**src/rtl/pairbuf_pkg.sv**
```systemverilog
package pairbuf_pkg;

    typedef enum logic [1:0] {
        SQ_IDLE   = 2'd0,
        SQ_FETCH  = 2'd1,
        SQ_SECOND = 2'd2,
        SQ_READY  = 2'd3
    } seq_state_e;

endpackage

```
**src/rtl/pairbuf_latch.sv**
```systemverilog
module pairbuf_latch #(
    parameter int PAIR_W = 13,
    parameter int WORD_W = 22
) (
    input  logic              clk,
    input  logic              rst_n,
    input  logic              load,
    input  logic [PAIR_W-1:0] load_pair,
    input  logic [WORD_W-1:0] load_even,
    input  logic [WORD_W-1:0] load_odd,
    input  logic              wr_valid,
    input  logic [PAIR_W-1:0] wr_pair,
    input  logic [PAIR_W-1:0] probe_pair,
    output logic              hit,
    output logic [WORD_W-1:0] even_q,
    output logic [WORD_W-1:0] odd_q
);

    typedef struct packed {
        logic              valid;
        logic [PAIR_W-1:0] pair;
        logic [WORD_W-1:0] even;
        logic [WORD_W-1:0] odd;
    } latch_s;

    latch_s q, d;
    logic   wr_match;

    always_comb begin
        wr_match = wr_valid && (wr_pair == q.pair);
        d = q;
        if (load) begin
            d.valid = !(wr_valid && (wr_pair == load_pair));
            d.pair  = load_pair;
            d.even  = load_even;
            d.odd   = load_odd;
        end else if (wr_match) begin
            d.valid = 1'b0;
        end
        // a write seen this cycle already counts against the stored pair
        hit = q.valid && !wr_match && (probe_pair == q.pair);
    end

    always_ff @(posedge clk or negedge rst_n) begin
        if (!rst_n) q <= '0;
        else        q <= d;
    end

    assign even_q = q.even;
    assign odd_q  = q.odd;

endmodule

```
**src/rtl/pairbuf_ctrl.sv**
```systemverilog
module pairbuf_ctrl
    import pairbuf_pkg::*;
#(
    parameter int ADDR_W = 14,
    parameter int WORD_W = 22,
    localparam int PAIR_W = ADDR_W - 1
) (
    input  logic              clk,
    input  logic              rst_n,
    input  logic              pair_mode,
    input  logic              req_start,
    input  logic              req_burst,
    input  logic              req_next,
    input  logic [ADDR_W-1:0] req_waddr,
    input  logic              ram_rvalid,
    input  logic [WORD_W-1:0] ram_even,
    input  logic [WORD_W-1:0] ram_odd,
    input  logic [WORD_W-1:0] lat_even,
    input  logic [WORD_W-1:0] lat_odd,
    input  logic              lat_hit,
    output logic [PAIR_W-1:0] probe_pair,
    output logic              load,
    output logic              req_ready,
    output logic              ram_req,
    output logic [PAIR_W-1:0] ram_pair,
    output logic              bus_valid,
    output logic [ADDR_W-1:0] bus_waddr,
    output logic [WORD_W-1:0] bus_word
);

    typedef struct packed {
        seq_state_e        st;
        logic [ADDR_W-1:0] cur;
        logic              burst;
        logic              pmode;
        logic              bus_valid;
        logic [ADDR_W-1:0] bus_waddr;
        logic [WORD_W-1:0] bus_word;
        logic              ram_req;
        logic [PAIR_W-1:0] ram_pair;
    } ctrl_s;

    ctrl_s             q, d;
    logic [ADDR_W-1:0] nxt_addr;
    logic [ADDR_W-1:0] start_addr;

    always_comb begin
        d           = q;
        d.bus_valid = 1'b0;
        d.ram_req   = 1'b0;
        load        = 1'b0;

        nxt_addr = q.pmode ? {q.cur[ADDR_W-1:1] + PAIR_W'(1), 1'b0}
                           : q.cur + ADDR_W'(1);
        start_addr = (pair_mode && req_burst) ? {req_waddr[ADDR_W-1:1], 1'b0}
                                              : req_waddr;
        probe_pair = nxt_addr[ADDR_W-1:1];

        case (q.st)
            SQ_IDLE, SQ_READY: begin
                if (req_start) begin
                    d.cur      = start_addr;
                    d.burst    = req_burst;
                    d.pmode    = pair_mode;
                    d.ram_req  = 1'b1;
                    d.ram_pair = start_addr[ADDR_W-1:1];
                    d.st       = SQ_FETCH;
                end else if ((q.st == SQ_READY) && req_next) begin
                    d.cur = nxt_addr;
                    if (!q.pmode && lat_hit) begin
                        d.bus_valid = 1'b1;
                        d.bus_waddr = nxt_addr;
                        d.bus_word  = nxt_addr[0] ? lat_odd : lat_even;
                    end else begin
                        d.ram_req  = 1'b1;
                        d.ram_pair = nxt_addr[ADDR_W-1:1];
                        d.st       = SQ_FETCH;
                    end
                end
            end
            SQ_FETCH: begin
                if (ram_rvalid) begin
                    load        = 1'b1;
                    d.bus_valid = 1'b1;
                    d.bus_waddr = q.cur;
                    d.bus_word  = q.cur[0] ? ram_odd : ram_even;
                    if (q.pmode)      d.st = SQ_SECOND;
                    else if (q.burst) d.st = SQ_READY;
                    else              d.st = SQ_IDLE;
                end
            end
            SQ_SECOND: begin
                d.bus_valid = 1'b1;
                d.bus_waddr = {q.cur[ADDR_W-1:1], ~q.cur[0]};
                d.bus_word  = q.cur[0] ? lat_even : lat_odd;
                d.st        = q.burst ? SQ_READY : SQ_IDLE;
            end
            default: d.st = SQ_IDLE;
        endcase
    end

    always_ff @(posedge clk or negedge rst_n) begin
        if (!rst_n) begin
            q    <= '0;
            q.st <= SQ_IDLE;
        end else begin
            q <= d;
        end
    end

    assign req_ready = (q.st == SQ_IDLE) || (q.st == SQ_READY);
    assign ram_req   = q.ram_req;
    assign ram_pair  = q.ram_pair;
    assign bus_valid = q.bus_valid;
    assign bus_waddr = q.bus_waddr;
    assign bus_word  = q.bus_word;

endmodule

```
**src/rtl/pairbuf_seq.sv**
```systemverilog
module pairbuf_seq #(
    parameter int ADDR_W = 14,
    parameter int DATA_W = 16,
    parameter int CHK_W  = 6,
    localparam int WORD_W = DATA_W + CHK_W,
    localparam int PAIR_W = ADDR_W - 1
) (
    input  logic              clk,
    input  logic              rst_n,
    input  logic              pair_mode,
    input  logic              req_start,
    input  logic              req_burst,
    input  logic              req_next,
    input  logic [ADDR_W-1:0] req_waddr,
    output logic              req_ready,
    output logic              ram_req,
    output logic [PAIR_W-1:0] ram_pair,
    input  logic              ram_rvalid,
    input  logic [WORD_W-1:0] ram_even,
    input  logic [WORD_W-1:0] ram_odd,
    input  logic              wr_valid,
    input  logic [ADDR_W-1:0] wr_waddr,
    output logic              bus_valid,
    output logic [ADDR_W-1:0] bus_waddr,
    output logic [WORD_W-1:0] bus_word
);

    logic              load;
    logic              lat_hit;
    logic [PAIR_W-1:0] probe_pair;
    logic [WORD_W-1:0] lat_even;
    logic [WORD_W-1:0] lat_odd;

    pairbuf_ctrl #(
        .ADDR_W(ADDR_W),
        .WORD_W(WORD_W)
    ) u_ctrl (
        .clk        (clk),
        .rst_n      (rst_n),
        .pair_mode  (pair_mode),
        .req_start  (req_start),
        .req_burst  (req_burst),
        .req_next   (req_next),
        .req_waddr  (req_waddr),
        .ram_rvalid (ram_rvalid),
        .ram_even   (ram_even),
        .ram_odd    (ram_odd),
        .lat_even   (lat_even),
        .lat_odd    (lat_odd),
        .lat_hit    (lat_hit),
        .probe_pair (probe_pair),
        .load       (load),
        .req_ready  (req_ready),
        .ram_req    (ram_req),
        .ram_pair   (ram_pair),
        .bus_valid  (bus_valid),
        .bus_waddr  (bus_waddr),
        .bus_word   (bus_word)
    );

    pairbuf_latch #(
        .PAIR_W(PAIR_W),
        .WORD_W(WORD_W)
    ) u_latch (
        .clk        (clk),
        .rst_n      (rst_n),
        .load       (load),
        .load_pair  (ram_pair),
        .load_even  (ram_even),
        .load_odd   (ram_odd),
        .wr_valid   (wr_valid),
        .wr_pair    (wr_waddr[ADDR_W-1:1]),
        .probe_pair (probe_pair),
        .hit        (lat_hit),
        .even_q     (lat_even),
        .odd_q      (lat_odd)
    );

endmodule

```
**config.mk**
```make
export PLATFORM = sky130hd
export DESIGN_NAME = pairbuf_seq
export DESIGN_NICKNAME = d
export VERILOG_FILES = /design/src/rtl/pairbuf_pkg.sv /design/src/rtl/pairbuf_latch.sv /design/src/rtl/pairbuf_ctrl.sv /design/src/rtl/pairbuf_seq.sv
export SDC_FILE = /design/constraint.sdc
export NUM_CORES = 1
export LEC_CHECK = 0
export ABC_AREA = 1
export BUFFER_PORTS_ARGS = -buffer_cell sky130_fd_sc_hd__buf_4
export CORE_MARGIN = 4
export CORE_UTILIZATION = 45
export DETAILED_ROUTE_END_ITERATION = 8
export GPL_TIMING_DRIVEN = 0
export PLACE_DENSITY = 0.66
export SYNTH_ARGS = -nofsm -noshare
export SYNTH_HDL_FRONTEND = slang
export SYNTH_HIERARCHICAL = 1
export SYNTH_SLANG_ARGS = --single-unit
```
**constraint.sdc**
```tcl
create_clock -name clk -period 2.75 [get_ports clk]
set_input_delay 0.55 -clock clk [delete_from_list [all_inputs] [get_ports clk]]
set_output_delay 0.55 -clock clk [all_outputs]
set_load 0.01 [all_outputs]
```
Yosys cells after proc, flatten, opt, wreduce, memory -nomap -nowiden:

Cells that the tools add are included.

* muxes and demuxes: 24
* bitwise logic cells: 1
* shift operators: 0
* div/mod/pow operators: 0
* order comparisons: 0
* add/sub/neg operators: 2
* multiply operators: 0
* equal/unequal tests: 13
* reduce and logical (&&, ||, !) cells: 20

Operator list (count)
* 2-to-1 mux 37 bit: 3
* one-hot mux 37 bit (3 select lines): 1
* 2-to-1 mux 22 bit: 3
* 2-to-1 mux 14 bit: 4
* 2-to-1 mux 51 bit: 1
* == test 13 bit: 3
* 2-to-1 mux 16 bit: 2
* adder 14 x 1 -> 14 bit (second input constant): 1
* adder 13 x 1 -> 13 bit (second input constant): 1
* 2-to-1 mux 2 bit: 4
* logical AND 1 bit: 7
* inequality test 2 bit (second input constant): 3
* one-hot mux 2 bit (3 select lines): 1
* AND reduction 3 bit: 2
* 2-to-1 mux 1 bit: 5
* == test 2 bit (second input constant): 2
* inequality test 2 x 1 -> 1 bit (second input constant): 2
* AND reduction 2 bit: 2
* AND reduction 4 bit: 1
* nonzero test 2 bit: 2
* logical NOT 1 bit: 3
* inequality test 3 x 2 -> 1 bit (second input constant): 1
* inequality test 3 bit (second input constant): 1
* == test 2 x 1 -> 1 bit (second input constant): 1
* other kinds (4): 4

* RAM bits: 0
* bits of input ports: 80
* flip-flop bits (word level): 127
* memories: 0
* ROM bits: 0
* output and inout port bits: 52
* bits in latches: 0
* word-level logic and storage cells: 73

Longest topological paths before layout:

* depth after elaboration: 10
* gate-level depth with buffers: 21

Modules after synthesis:

Netlist, hierarchy kept.

By module, submodules not included
* pairbuf_ctrl: instances 1, area an instance 4897.2 um^2, cells an instance 734, seq. area each 1726.7 um^2
* pairbuf_latch: instances 1, area an instance 3088.0 um^2, cells an instance 416, seq. area each 1451.4 um^2

Least setup slack after synthesis:

OpenSTA, ideal clock, no wires.

* path type: reg2reg
* start point: reg u_ctrl/q[55] (netlist bit)
* end point: reg u_ctrl.q, in the netlist u_ctrl/bus_waddr[0]
* setup slack: 0.222 ns
* data arrival time: 2.446 ns
* library setup time: 0.082 ns
* cell stages (with the launch flop): 19
* cells stage by stage: dfrtp_1 ha_1 inv_1 nor2_2 nand3_1 inv_1 nand3_1 and2_1 xor2_1 nor3_1 nand4_1 nor2_1 nand2_2 nor2_2 nand2_1 inv_2 buf_2 nand2_1 a31oi_1

* word-level cells in the longest chain between the ends: 7
* elaborated cells on any way between the ends: 8
* classes of those cells: add/sub: 2; eq/ne: 2; mux: 1; reduce/logical: 3

Ends and longest elaborated chain
* start, declared: RTL line pairbuf_ctrl.sv:43 `ctrl_s q, d;`
* adder 14 x 1 -> 14 bit / adder 13 x 1 -> 13 bit (equally long branches): RTL line pairbuf_ctrl.sv:54, pairbuf_ctrl.sv:53
* 2-to-1 mux 14 bit (*): RTL line pairbuf_ctrl.sv:53 `nxt_addr = q.pmode ? {q.cur[ADDR_W-1:1] + PAIR_W'(1), 1'b0}`
* net probe_pair[12]: RTL line pairbuf_seq.sv:30 `logic [PAIR_W-1:0] probe_pair;`
* == test 13 bit (*): RTL line pairbuf_latch.sv:41 `hit = q.valid && !wr_match && (probe_pair == q.pair);`
* logical AND 1 bit (*): RTL line pairbuf_latch.sv:41
* net lat_hit: RTL line pairbuf_seq.sv:29 `logic lat_hit;`
* logical AND 1 bit (*): RTL line pairbuf_ctrl.sv:70 `if (!q.pmode && lat_hit) begin`
* inequality test 2 x 1 -> 1 bit (no line) (*)
* AND reduction 4 bit (no line) (*)

The timed path passes the listed nets; every way through them passes the cells marked *.
A chain may end at the register's enable or synchronous reset.

Worst setup path in the final report:

* start point: reg u_ctrl/q[54] (netlist bit)
* end point: reg u_ctrl.q, in the netlist u_ctrl/bus_waddr[8]

The elaborated chain is that of the path after synthesis.

==> results.md <==
- At the worst endpoint, the arrival time is 3.26 ns.
- Pin placement for this block handled about 130 I/O pins.
- Among cell families on the critical path, the largest total delay comes from simple AND/OR/NAND/NOR gates.
- The worst setup path is of the reg2reg kind.
- For this run, the slowest stage of the critical path takes 0.44 ns.
- The synthesized design devotes to its leading area cell type 39.8% of total area.
- The design area is 0.0107 sq mm.
- In the post-synthesis netlist, the cell with the most instances is nand2_1.
- Timing would allow up to 339 MHz.
- The detail-routed via count per cell is 5.11.
- The switching power as a share of total power is a little over two fifths.
- The buffer and inverter count on the worst path is 4.
- The first-pass GRT wire length is 39500 um.
- Setup repair after global routing could not meet its margin everywhere.
- The count of flip-flops with a built-in enable after synthesis is 0.
- The number of slew-limit violations in the final report was 0.
- Clock tree synthesis found a total of 127 sinks.
- At the pin with the least slew margin, the transition time is between 0.8 and 0.9 ns.
- The area of the core is around 0.017 sq mm.
- The count of fill cells added during filler insertion is around 1600.
- The netlist uses 36 different library cells.
- The largest net degree at the start of global routing is 71.
- The number of buffers created by CTS is 17.
- The internal power of the cells totals 0.00776 W.
- The area added between synthesis and finish is 34.4%.
- The critical path goes through ha_4 -> inv_4 -> nor2_4 -> nand3_2 -> inv_2 -> nand3_2 -> and2_4 -> xor2_1 -> nor3_2 -> nand4_1 -> nor2_2 -> nand2_2 -> nor2_4 -> o21ai_4 -> buf_4 -> buf_6 -> a21oi_1 -> a21oi_1.
- The total power divided by cell area is 1260 mW/mm^2.
- After layout, the worst path uses 107% of the clock period.
- Buffers placed on the I/O ports in this run total 130.
- The final hold violation count is 0.
- The post-detailed-route wirelength per cell is between 15 and 20 um.
- The maximum fanout along the worst path is 10.
- After detailed routing, the number of remaining DRC violations is 0.
- The clock transition time at the flip-flop clock pins of the worst setup and hold paths is around 0.050 ns.
- After synthesis, the cell types taking the most area are dfrtp_1, nand2_1, buf_4.
- The total of endpoints with negative setup slack in the final report is 49.
- The pre-CTS setup slack is -0.626 ns.
- The initial antenna violation count came to 0.
- The slowest stage cell on the critical path is dfrtp_2.
- The launch point of the critical path is u_ctrl/q[54].
- Setup total negative slack on the finished layout was measured at -6.56 ns.
- Of the synthesized area, sequential elements account for 39.8%.
- For this run, the detailed router's first-pass iteration total came to 5.
- The minimum setup slack in the final design is -0.203 ns.
- STA classifies the critical path startpoint as a flip-flop.
- After the first detailed-routing iteration, the DRC count stood at 779.
- TritonCTS built the clock tree.
- The worst min-delay path category is in2async.
- The flow ran to the end, but the final reports show violations.
- By count the netlist is led by nand2_1, dfrtp_1, nor2_1.
- The startpoint identified for the worst register-to-register timing path is u_ctrl/q[54].
- The worst voltage drop across the vdd grid is 0.668 mV.
- Synthesis inferred about 130 register bits.
- After detailed placement, the design holds a cell count of around 1500.
- The total number of nets in the final design is 1415.
- Clock skew on the completed layout was measured at 0.00495 ns.
- Global routing used 25.3% of the available tracks.
- The antenna violation net count after detailed routing is 0.
- For this block, the routed nets add up to roughly 26000 um of wire.
- The die is 141 um tall.
- The starting utilization of the core area is between 40% and 50%.
- The synthesized net count is 1235.
- The clock insertion delay at the later pin of the skew report is between 0.4 and 0.5 ns.
- The leakage power is about 5.5 nW.
- The required time of the critical path is 3.05 ns.
- For this run, asynchronously set or reset flops after synthesis account for 100%.
- The final route contains 8000 vias.
- Sequential cells burn approximately a quarter of the power.
- The tree is rooted in a clkbuf_16.
- The maximum clock insertion buffer count is 2.
- The synthesized netlist cell count is about 1200.
- The average footprint of a synthesized cell is 6.94 sq um.
- The tool flagged a number of max-cap violations equal to 0.
- The combinational share of power is 57.5%.
- The post-place instance area is 0.00927 sq mm.
- The finished layout holds 1567 standard cells, fillers aside.
- The total grt overflow is 0.
- The largest total area in the synthesized netlist belongs to dfrtp_1.
- The part of the power in the clock network is approximately 16%.
- The congestion estimate from routability-driven global placement came to a little over 0.9.
- STA classifies the critical path endpoint as a flip-flop.
- The number of antenna diodes in the final layout is 0.
- After synthesis the cells add up to 0.00799 sq mm.
- The number of rows in the core area is 48.
- During synthesis, Yosys emitted a total of 6 warnings.
- Headroom to the max-slew limit came out at a little over two fifths.
- In this run the horizontal extent of the chip is 141 um.
- The number of H-tree branching levels is 4.
- The die area is between 0.015 and 0.02 sq mm.
- The HPWL after detailed placement is approximately 18000 um.
- The worst path in the final design needs a cycle of 2.95 ns, including I/O delays and setup.
- In this run the power spent charging and discharging nets is 0.00576 W.
- The number of global-route vias before repair is 7474.
- The checks that failed: negative setup slack.
- The most frequently used flop master after synthesis is dfrtp_1.
- The share of cells above drive strength 1 is slightly above 30%.
layer usage:
metal | vias to the layer above | part of all wire [%] | global-route usage (%)
li1 | 3898 | - | -
met1 | 3742 | 44 | 35.5
met2 | 326 | 46 | 39.2
met3 | 34 | 8.4 | 6.55
met4 | 0 | 1.6 | 6.43
met5 | - | 0 | 0
state kept, by name, indices dropped and copies added, names as in the netlist:
signal            cells
u_latch/q            14
u_ctrl/ram_pair      13
u_ctrl/ram_req        1
u_latch/odd_q        22
u_ctrl/bus_valid      1
u_ctrl/bus_waddr     14
u_latch/even_q       22
u_ctrl/bus_word      22
u_ctrl/q             18
cell families (layout without fill, tap and decap cells):
logic type	count (synthesis)	in the layout	share of synthesized area, %
multiplexers	1	1	0.141
AO/OA/AOI/OAI	193	193	13.1
AND/OR/NAND/NOR	569	569	28.1
adder cells (fa/ha/maj)	5	5	0.783
flip-flops	127	127	39.8
XOR/XNOR	16	16	1.75
buffers and inverters	239	431	16.3
repair_timing:
item	CTS	global route
endpoints found under the hold margin	0	0
setup buffers	15	10
hold buffers	0	0
gates resized for setup	77	81
pin swaps	18	20
cloned	2	6
endpoints found under the setup margin	50	53
power by group through the flow:
stage / registers [W] / clock network (W) / logic (W)
after floorplan: 0.00328 / 0 / 0.00444
after global placement: 0.00344 / 0 / 0.00629
after detailed placement: 0.00346 / 0 / 0.00637
after CTS: 0.00345 / 0.00223 / 0.00704
after global routing: 0.00364 / 0.00232 / 0.00848
final: 0.00354 / 0.00221 / 0.00777
cells in the final DEF, fill, tap and decap left out, drive strengths merged:
| cell | netlist | layout |
|---|---|---|
| nand2 | 391 | 391 |
| and2 | 2 | 2 |
| a2bb2oi | 1 | 1 |
| a22oi | 2 | 2 |
| a21oi | 56 | 56 |
| buf | 122 | 278 |
| a21boi | 2 | 2 |
| nor3 | 2 | 2 |
| clkinv | 0 | 7 |
| mux2 | 1 | 1 |
| dfrtp | 127 | 127 |
| xor2 | 10 | 10 |
| bufinv | 0 | 2 |
| o22ai | 2 | 2 |
| nand3 | 32 | 32 |
| xnor2 | 6 | 6 |
| or2 | 13 | 13 |
| o211ai | 1 | 1 |
| nor2 | 122 | 122 |
| ha | 5 | 5 |
| clkbuf | 21 | 49 |
| o21ai | 104 | 104 |
| nand4 | 7 | 7 |
| o2111ai | 1 | 1 |
| a41oi | 1 | 1 |
| inv | 96 | 95 |
| a31oi | 23 | 23 |
stage by stage:
step                      power [W]  hold WS, ns  util (%)
final                        0.0135       0.0891      61.8
after detailed placement    0.00983        0.459      53.4
after CTS                    0.0127        0.120      59.2
after global routing         0.0144        0.137      61.8
after global placement      0.00973        0.455      53.3
after floorplan             0.00771        0.254         -
layout make-up:
| type | count | area, sq um | area share [%] |
|---|---|---|---|
| multi-input cells | 784 | 3940 | 36.7 |
| flip-flops and latches | 127 | 3180 | 29.7 |
| repair buffers | 161 | 1360 | 12.6 |
| plain buffers | 142 | 1030 | 9.60 |
| clock buffers | 24 | 482 | 4.49 |
| inverters | 96 | 373 | 3.48 |
| well taps | 225 | 282 | 2.62 |
| clock inverters | 7 | 85.1 | 0.793 |
| repair inverters | 1 | 5.00 | 0.0466 |
final timing paths:
| kind | cells past startpoint | slack [ns] | end |
|---|---|---|---|
| max | 18 | -0.20 | u_ctrl/bus_waddr[8] |
| min | 1 | 0.09 | u_latch/q[45] |
| max reg2reg | 18 | -0.20 | u_ctrl/bus_waddr[8] |
| min reg2reg | 2 | 0.47 | u_latch/odd_q[8] |
| max in group asynchronous | 2 | 1.92 | u_latch/even_q[8] |
| min in group clk | 3 | 0.33 | u_latch/odd_q[18] |
(Power assumes the default switching activity.)
